File: src/rtl/dmr_pkg.sv
package dmr_pkg;

  localparam int SEL_W    = 6;
  localparam int CFG_W    = 8;
  localparam int EN_BIT   = CFG_W - 1;
  localparam int TRIG_BIT = CFG_W - 2;

  typedef struct packed {
    logic             en;
    logic             trig_en;
    logic [SEL_W-1:0] sel;
  } ch_cfg_t;

endpackage

File: src/rtl/dmr_cfg_regs.sv
module dmr_cfg_regs
  import dmr_pkg::*;
#(
  parameter int NUM_CH      = 16,
  parameter int NUM_TRIG_CH = 4,
  parameter int ADDR_W      = 8
) (
  input  logic                   clk,
  input  logic                   rst_n,
  input  logic                   wr_en,
  input  logic [ADDR_W-1:0]      addr,
  input  logic [CFG_W-1:0]       wdata,
  output logic [CFG_W-1:0]       rdata,
  output ch_cfg_t [NUM_CH-1:0]   cfg_o
);

  localparam int IDX_W = (NUM_CH > 1) ? $clog2(NUM_CH) : 1;

  logic in_range;
  assign in_range = (addr < ADDR_W'(NUM_CH));

  for (genvar gi = 0; gi < NUM_CH; gi++) begin : g_ch
    logic             hit;
    logic             en_q;
    logic             en_d;
    logic [SEL_W-1:0] sel_q;
    logic [SEL_W-1:0] sel_d;

    assign hit = wr_en && (addr == ADDR_W'(gi));

    always_comb begin
      en_d  = wdata[EN_BIT];
      sel_d = wdata[SEL_W-1:0];
    end

    always_ff @(posedge clk or negedge rst_n) begin
      if (!rst_n) begin
        en_q  <= 1'b0;
        sel_q <= '0;
      end else if (hit) begin
        en_q  <= en_d;
        sel_q <= sel_d;
      end
    end

    assign cfg_o[gi].en  = en_q;
    assign cfg_o[gi].sel = sel_q;

    if (gi < NUM_TRIG_CH) begin : g_trig
      logic trig_q;
      logic trig_d;
      always_comb trig_d = wdata[TRIG_BIT];
      always_ff @(posedge clk or negedge rst_n) begin
        if (!rst_n)   trig_q <= 1'b0;
        else if (hit) trig_q <= trig_d;
      end
      assign cfg_o[gi].trig_en = trig_q;
    end else begin : g_notrig
      assign cfg_o[gi].trig_en = 1'b0;
    end
  end

  always_comb begin
    rdata = '0;
    if (in_range) rdata = cfg_o[addr[IDX_W-1:0]];
  end

  // a write outside the map leaves every channel byte as it was
  a_r11_unmapped_write_ignored: assert property (
    @(posedge clk) disable iff (!rst_n)
    (wr_en && !in_range) |=> $stable(cfg_o));

  // reads outside the map return zero
  a_r11_unmapped_read_zero: assert property (
    @(posedge clk) disable iff (!rst_n)
    !in_range |-> (rdata == '0));

endmodule

File: src/rtl/dmr_src_select.sv
module dmr_src_select #(
  parameter int NUM_CH  = 16,
  parameter int NUM_SRC = 64,
  parameter int SEL_W   = 6
) (
  input  logic [NUM_SRC-1:0]           src_req,
  input  logic [NUM_CH-1:0][SEL_W-1:0] sel_i,
  output logic [NUM_CH-1:0]            req_o
);

  for (genvar gi = 0; gi < NUM_CH; gi++) begin : g_mux
    always_comb begin
      req_o[gi] = 1'b0;
      if ((sel_i[gi] != '0) && (int'(sel_i[gi]) < NUM_SRC))
        req_o[gi] = src_req[sel_i[gi]];
    end
  end

endmodule

File: src/rtl/dmr_trig_gate.sv
module dmr_trig_gate (
  input  logic clk,
  input  logic rst_n,
  input  logic en,
  input  logic trig_en,
  input  logic trig_pulse,
  input  logic req_in,
  output logic req_out
);

  logic periodic;
  logic grant;
  logic pend_q;
  logic pend_d;
  logic pend_ce;

  assign periodic = en & trig_en;
  assign grant    = periodic & pend_q & req_in;
  assign pend_ce  = periodic | pend_q;

  always_comb begin
    pend_d = 1'b0;
    if (periodic) pend_d = trig_pulse | (pend_q & ~grant);
  end

  always_ff @(posedge clk or negedge rst_n) begin
    if (!rst_n)       pend_q <= 1'b0;
    else if (pend_ce) pend_q <= pend_d;
  end

  always_comb begin
    req_out = 1'b0;
    if (en) req_out = trig_en ? grant : req_in;
  end

  // a pulse in gated mode arms the channel
  a_r7_pulse_arms: assert property (
    @(posedge clk) disable iff (!rst_n)
    (en && trig_en && trig_pulse) |=> pend_q);

  // gated channel that is not armed stays quiet
  a_r7_unarmed_quiet: assert property (
    @(posedge clk) disable iff (!rst_n)
    (trig_en && !pend_q) |-> !req_out);

  // a delivered request consumes the armed state
  a_r8_grant_consumes: assert property (
    @(posedge clk) disable iff (!rst_n)
    (req_out && trig_en && !trig_pulse) |=> !pend_q);

  // armed state holds while the source is idle
  a_r8_hold_while_idle: assert property (
    @(posedge clk) disable iff (!rst_n)
    (pend_q && en && trig_en && !req_in) |=> pend_q);

  // a disabled cycle leaves nothing armed
  a_r9_disable_drops: assert property (
    @(posedge clk) disable iff (!rst_n)
    !en |=> !pend_q);

endmodule

File: src/rtl/dma_req_router.sv
module dma_req_router
  import dmr_pkg::*;
#(
  parameter int NUM_CH      = 16,
  parameter int NUM_TRIG_CH = 4,
  parameter int NUM_SRC     = 64,
  parameter int ADDR_W      = 8
) (
  input  logic                   clk,
  input  logic                   rst_n,
  input  logic                   wr_en,
  input  logic [ADDR_W-1:0]      addr,
  input  logic [7:0]             wdata,
  output logic [7:0]             rdata,
  input  logic [NUM_SRC-1:0]     src_req,
  input  logic [NUM_TRIG_CH-1:0] trig_in,
  output logic [NUM_CH-1:0]      ch_req
);

  logic [1:0] rst_sync_q;
  logic       rst_int_n;

  always_ff @(posedge clk or negedge rst_n) begin
    if (!rst_n) rst_sync_q <= '0;
    else        rst_sync_q <= {rst_sync_q[0], 1'b1};
  end
  assign rst_int_n = rst_sync_q[1];

  ch_cfg_t [NUM_CH-1:0]            cfg;
  logic    [NUM_CH-1:0][SEL_W-1:0] sel_vec;
  logic    [NUM_CH-1:0]            sel_req;

  dmr_cfg_regs #(
    .NUM_CH      (NUM_CH),
    .NUM_TRIG_CH (NUM_TRIG_CH),
    .ADDR_W      (ADDR_W)
  ) u_regs (
    .clk   (clk),
    .rst_n (rst_int_n),
    .wr_en (wr_en),
    .addr  (addr),
    .wdata (wdata),
    .rdata (rdata),
    .cfg_o (cfg)
  );

  for (genvar gi = 0; gi < NUM_CH; gi++) begin : g_sel
    assign sel_vec[gi] = cfg[gi].sel;
  end

  dmr_src_select #(
    .NUM_CH  (NUM_CH),
    .NUM_SRC (NUM_SRC),
    .SEL_W   (SEL_W)
  ) u_sel (
    .src_req (src_req),
    .sel_i   (sel_vec),
    .req_o   (sel_req)
  );

  for (genvar gi = 0; gi < NUM_CH; gi++) begin : g_out
    if (gi < NUM_TRIG_CH) begin : g_gated
      dmr_trig_gate u_gate (
        .clk        (clk),
        .rst_n      (rst_int_n),
        .en         (cfg[gi].en),
        .trig_en    (cfg[gi].trig_en),
        .trig_pulse (trig_in[gi]),
        .req_in     (sel_req[gi]),
        .req_out    (ch_req[gi])
      );
    end else begin : g_plain
      assign ch_req[gi] = cfg[gi].en & sel_req[gi];
    end

    // disabled channel never requests
    a_r3_disabled_silent: assert property (
      @(posedge clk) disable iff (!rst_int_n)
      !cfg[gi].en |-> !ch_req[gi]);

    // source zero never requests
    a_r5_null_source: assert property (
      @(posedge clk) disable iff (!rst_int_n)
      (cfg[gi].sel == '0) |-> !ch_req[gi]);

    // transparent routing follows the chosen line
    a_r4_transparent: assert property (
      @(posedge clk) disable iff (!rst_int_n)
      (cfg[gi].en && !cfg[gi].trig_en && cfg[gi].sel != '0)
        |-> (ch_req[gi] == src_req[cfg[gi].sel]));
  end

endmodule

File: config.mk
export PLATFORM = sky130hd
export DESIGN_NAME = dma_req_router
export DESIGN_NICKNAME = d
export VERILOG_FILES = /design/src/rtl/dmr_pkg.sv /design/src/rtl/dmr_cfg_regs.sv /design/src/rtl/dmr_src_select.sv /design/src/rtl/dmr_trig_gate.sv /design/src/rtl/dma_req_router.sv
export SDC_FILE = /design/constraint.sdc
export NUM_CORES = 1
export LEC_CHECK = 0
export BUFFER_PORTS_ARGS = -buffer_cell sky130_fd_sc_hd__buf_4
export CAP_MARGIN = 40
export CORE_AREA = 2 2 183 185
export DETAILED_ROUTE_END_ITERATION = 8
export DIE_AREA = 0 0 185 187
export PLACE_DENSITY = 0.59
export SYNTH_ARGS = -nofsm -noshare
export SYNTH_HDL_FRONTEND = slang
export SYNTH_SLANG_ARGS = --single-unit
File: constraint.sdc
create_clock -name clk -period 8.8 [get_ports clk]
set_input_delay 0.44 -clock clk [delete_from_list [all_inputs] [get_ports clk]]
set_output_delay 0.44 -clock clk [all_outputs]
set_load 0.005 [all_outputs]
==> summary.md <==
| Metric | Value |
|---|---|
| Status | `complete, no violations` |
| Die Wd | `between 150 and 200 um` |
| Worst-Margin Slew | `0.844 ns` |
| Area leader, netlist | `mux4_2` |
| Post-synth top flop | `dfrtp_1` |
| CTS max path bufs | `2` |
| Htree depth | `4` |
| Hold_buf cts | `1` |
| DR WL/cell | `38.9 um` |
| Unrepaired setup endpoints after global routing | `false` |
| Total Routing Usage GR | `0.344` |
| Minimum clock period | `roughly 3.5 ns` |
| Max FO, Critical Path | `10` |
| Count leader, synth | `mux4_2` |
| Clock sinks | `between 100 and 150` |
| DRC | `0` |
| Crit. End Element | `output port` |
| Power density over cell area | `129 nW/um^2` |
| Yosys warning count | `0` |
| HP Class | `in -> reg` |
| Slowest Stage Delay on Critical Path | `0.68 ns` |
| DR vias | `between 10,000 and 15,000` |
| Slew margin rel. | `0.437` |
| Grt ovf | `0` |
| First-pass GRT wire length | `84,500 um` |
| Leakage | `~5.7 nW` |
| Synth Instances | `roughly 1,000` |
| Setup violations, final | `0` |
| Placed cell area | `between 15,000 and 20,000 sq um` |
| Critical path's slowest cell | `dfrtp_1` |
| Number of synthesized flops with an enable pin | `0` |
| Starting Density | `0.442` |
| ANT nets after route | `0` |
| Layout cells sized above 1 | `0.597` |
| Design Area, Final | `16,200 sq um` |
| Mean area per synthesized cell | `13.9 sq um` |
| WL final | `57,800 um` |
| Tcrit/Tclk final | `0.392` |
| Final Skew | `~0.012 ns` |
| Arr. time, crit path | `approximately 3 ns` |
| Post-synthesis instance area | `approximately 15,000 sq um` |
| Largest net degree at the start of global routing | `63` |
| Cell Rows | `67` |
| Max_cap viols | `0` |
| Crit start category | `register` |
| Final net count | `1,108` |
| Required time of the critical path | `8.36 ns` |
| PortBufs | `110` |
| Crit path max-delay family | `multiplexers` |
| Post-CTS sizing | `0` |
| Die Ht | `between 150 and 200 um` |
| Core area | `32,900 sq um` |
| Final GP Congestion | `just over 0.9` |
| Drt pass-1 iters | `5` |
| Worst-Skew Late Latency | `0.45 ns` |
| Iteration-0 DRC Markers | `1,652` |
| Cell chain of the critical path | `buf_8 -> mux4_2 -> mux4_2 -> mux2i_1 -> nand2_1 -> nor4bb_1 -> buf_4` |
| CTS tree | `yes` |
| Post-CTS setup buffers | `0` |
| I/O Pins | `approximately 110` |
| Vias per cell | `a little under 8` |
| CTS buffer count | `17` |
| Final setup TNS | `0 ns` |
| Post-synth top cells | `mux4_2, mux2_2, dfrtp_1, clkbuf_1, mux2i_1` |
| Largest cells by area after synthesis | `mux4_2, dfrtp_1, mux2_2` |
| Yosys top cell area share | `0.479` |
| Kind of critical path | `reg -> out` |
| Yosys reg bits | `roughly 120` |
| Layout area overhead | `11.4%` |
| Hold Fails Final Rpt | `0` |
| Root buffer cell | `clkbuf_16` |
| Net Count, Synth | `between 1,000 and 1,500` |
| Async SR Flop Fraction | `1.00` |
| Max IR drop VDD | `0.125 mV` |
| Most used cell along the critical path | `mux4_2` |
| Sequential share of the synthesized area | `0.210` |
| Worst Path Buf+Inv | `2` |
| Max Fclk | `slightly below 300 MHz` |
| Hpwl dp | `around 36,000 um` |
| Cell variety after synth | `56` |
| Initial antenna violation count | `2` |
| Die area | `roughly 35,000 sq um` |
| Clock-pin slew on the worst setup and hold paths | `0.06 ns` |
| Vias in the first global route | `around 12,000` |
| Pins over their slew limit | `0` |
-- sequential cells by signal, summed over array words and instances, names as in the netlist --
name                         count
g_out.g_gated.u_gate.pend_q      4
rst_sync_q                       2
u_regs.g_ch.en_q                16
u_regs.g_ch.g_trig.trig_q        4
u_regs.g_ch.sel_q               96
-- cell families after synthesis --
logic type | synth area share
other | 0.000258
flip-flops | 0.210
buffers and inverters | 0.0580
AND/OR/NAND/NOR | 0.0595
AO/OA/AOI/OAI | 0.0330
multiplexers | 0.639
-- stage by stage --
step           cells  setup slack (ns)  hold WS (ns)  power (mW)  utilization
5_1_grt         1482              5.18         0.258        2.14        0.492
6_report        1483              5.35         0.257        2.08        0.492
3_5_place_dp    1448              5.72         0.224        1.26        0.471
3_3_place_gp    1434              5.63         0.224        1.23        0.461
4_1_cts         1481              5.24         0.252        2.07        0.491
2_1_floorplan   1043              5.15         0.144        1.05            -
-- worst register-to-register path: cells and delay by family, from the launching register on --
kind,cells,cell delay (ns)
compound gates,3,0.85
simple gates,1,0.15
buf+inv,1,0.35
flops,1,0.62
mux,1,0.52
-- power by group --
part | switching [mW] | total (mW) | internal [mW] | leakage (nW)
logic | 0.281 | 0.599 | 0.318 | 3.72
clock network | 0.286 | 0.812 | 0.526 | 0.321
registers | 0.0845 | 0.671 | 0.587 | 1.66
total | 0.652 | 2.08 | 1.43 | 5.71
-- cell usage in the layout, fill, tap and decap left out, drive strengths merged, types with 3 or more instances in the layout --
cell and instances:
dfrtp 122, mux2i 80, a31oi 7, bufinv 5
nand3b 9, mux2 134, a41oi 4, nand3 8
o22ai 3, clkbuf 22, o41ai 4, nand2 41
o21ai 12, nor4bb 3, a22oi 6, clkinv 5
mux4 309, nor3b 11, o211a 4, nor3 9
nor2 22, a21oi 3, buf 129, inv 13
nor2b 17, and3 8, a41o 3, nand2b 13
-- final cells by class --
class / count / area (sq um)
Clock buffer: 22 / 474
Tap cell: 448 / 561
Timing Repair Buffer: 130 / 1220
Sequential cell: 122 / 3060
Fill cell: 2874 / 16700
Inverter: 14 / 52.6
Antenna cell: 1 / 2.50
Clock inverter: 10 / 189
Multi-Input combinational cell: 736 / 10600
-- path summary, 6_finish.rpt --
path,start,end,slack [ns],depth (start not counted)
worst max-delay path,u_regs.g_ch[4].sel_q[0]$_DFFE_PN0P_,ch_req[4],5.35,7
worst min-delay path,trig_in[1],g_out[1].g_gated.u_gate.pend_q$_DFFE_PN0P_,0.26,2
worst max register to register,u_regs.g_ch[2].sel_q[0]$_DFFE_PN0P_,g_out[2].g_gated.u_gate.pend_q$_DFFE_PN0P_,6.25,6
worst min register to register,rst_sync_q[0]$_DFF_PN0_,rst_sync_q[1]$_DFF_PN0_,0.35,0
max in group asynchronous,rst_sync_q[1]$_DFF_PN0_,u_regs.g_ch[7].sel_q[3]$_DFFE_PN0P_,7.40,2
min in group asynchronous,rst_n,rst_sync_q[1]$_DFF_PN0_,0.32,2
-- metal layers --
metal / GRT usage / vias to the layer above / routed length, um
met4: 0.165 / 2 / 3300
met2: 0.491 / 1125 / 25200
li1: - / 4289 / -
met1: 0.451 / 6094 / 20300
met3: 0.148 / 267 / 9010
met5: 0 / - / 13
(Power assumes the default switching activity.)
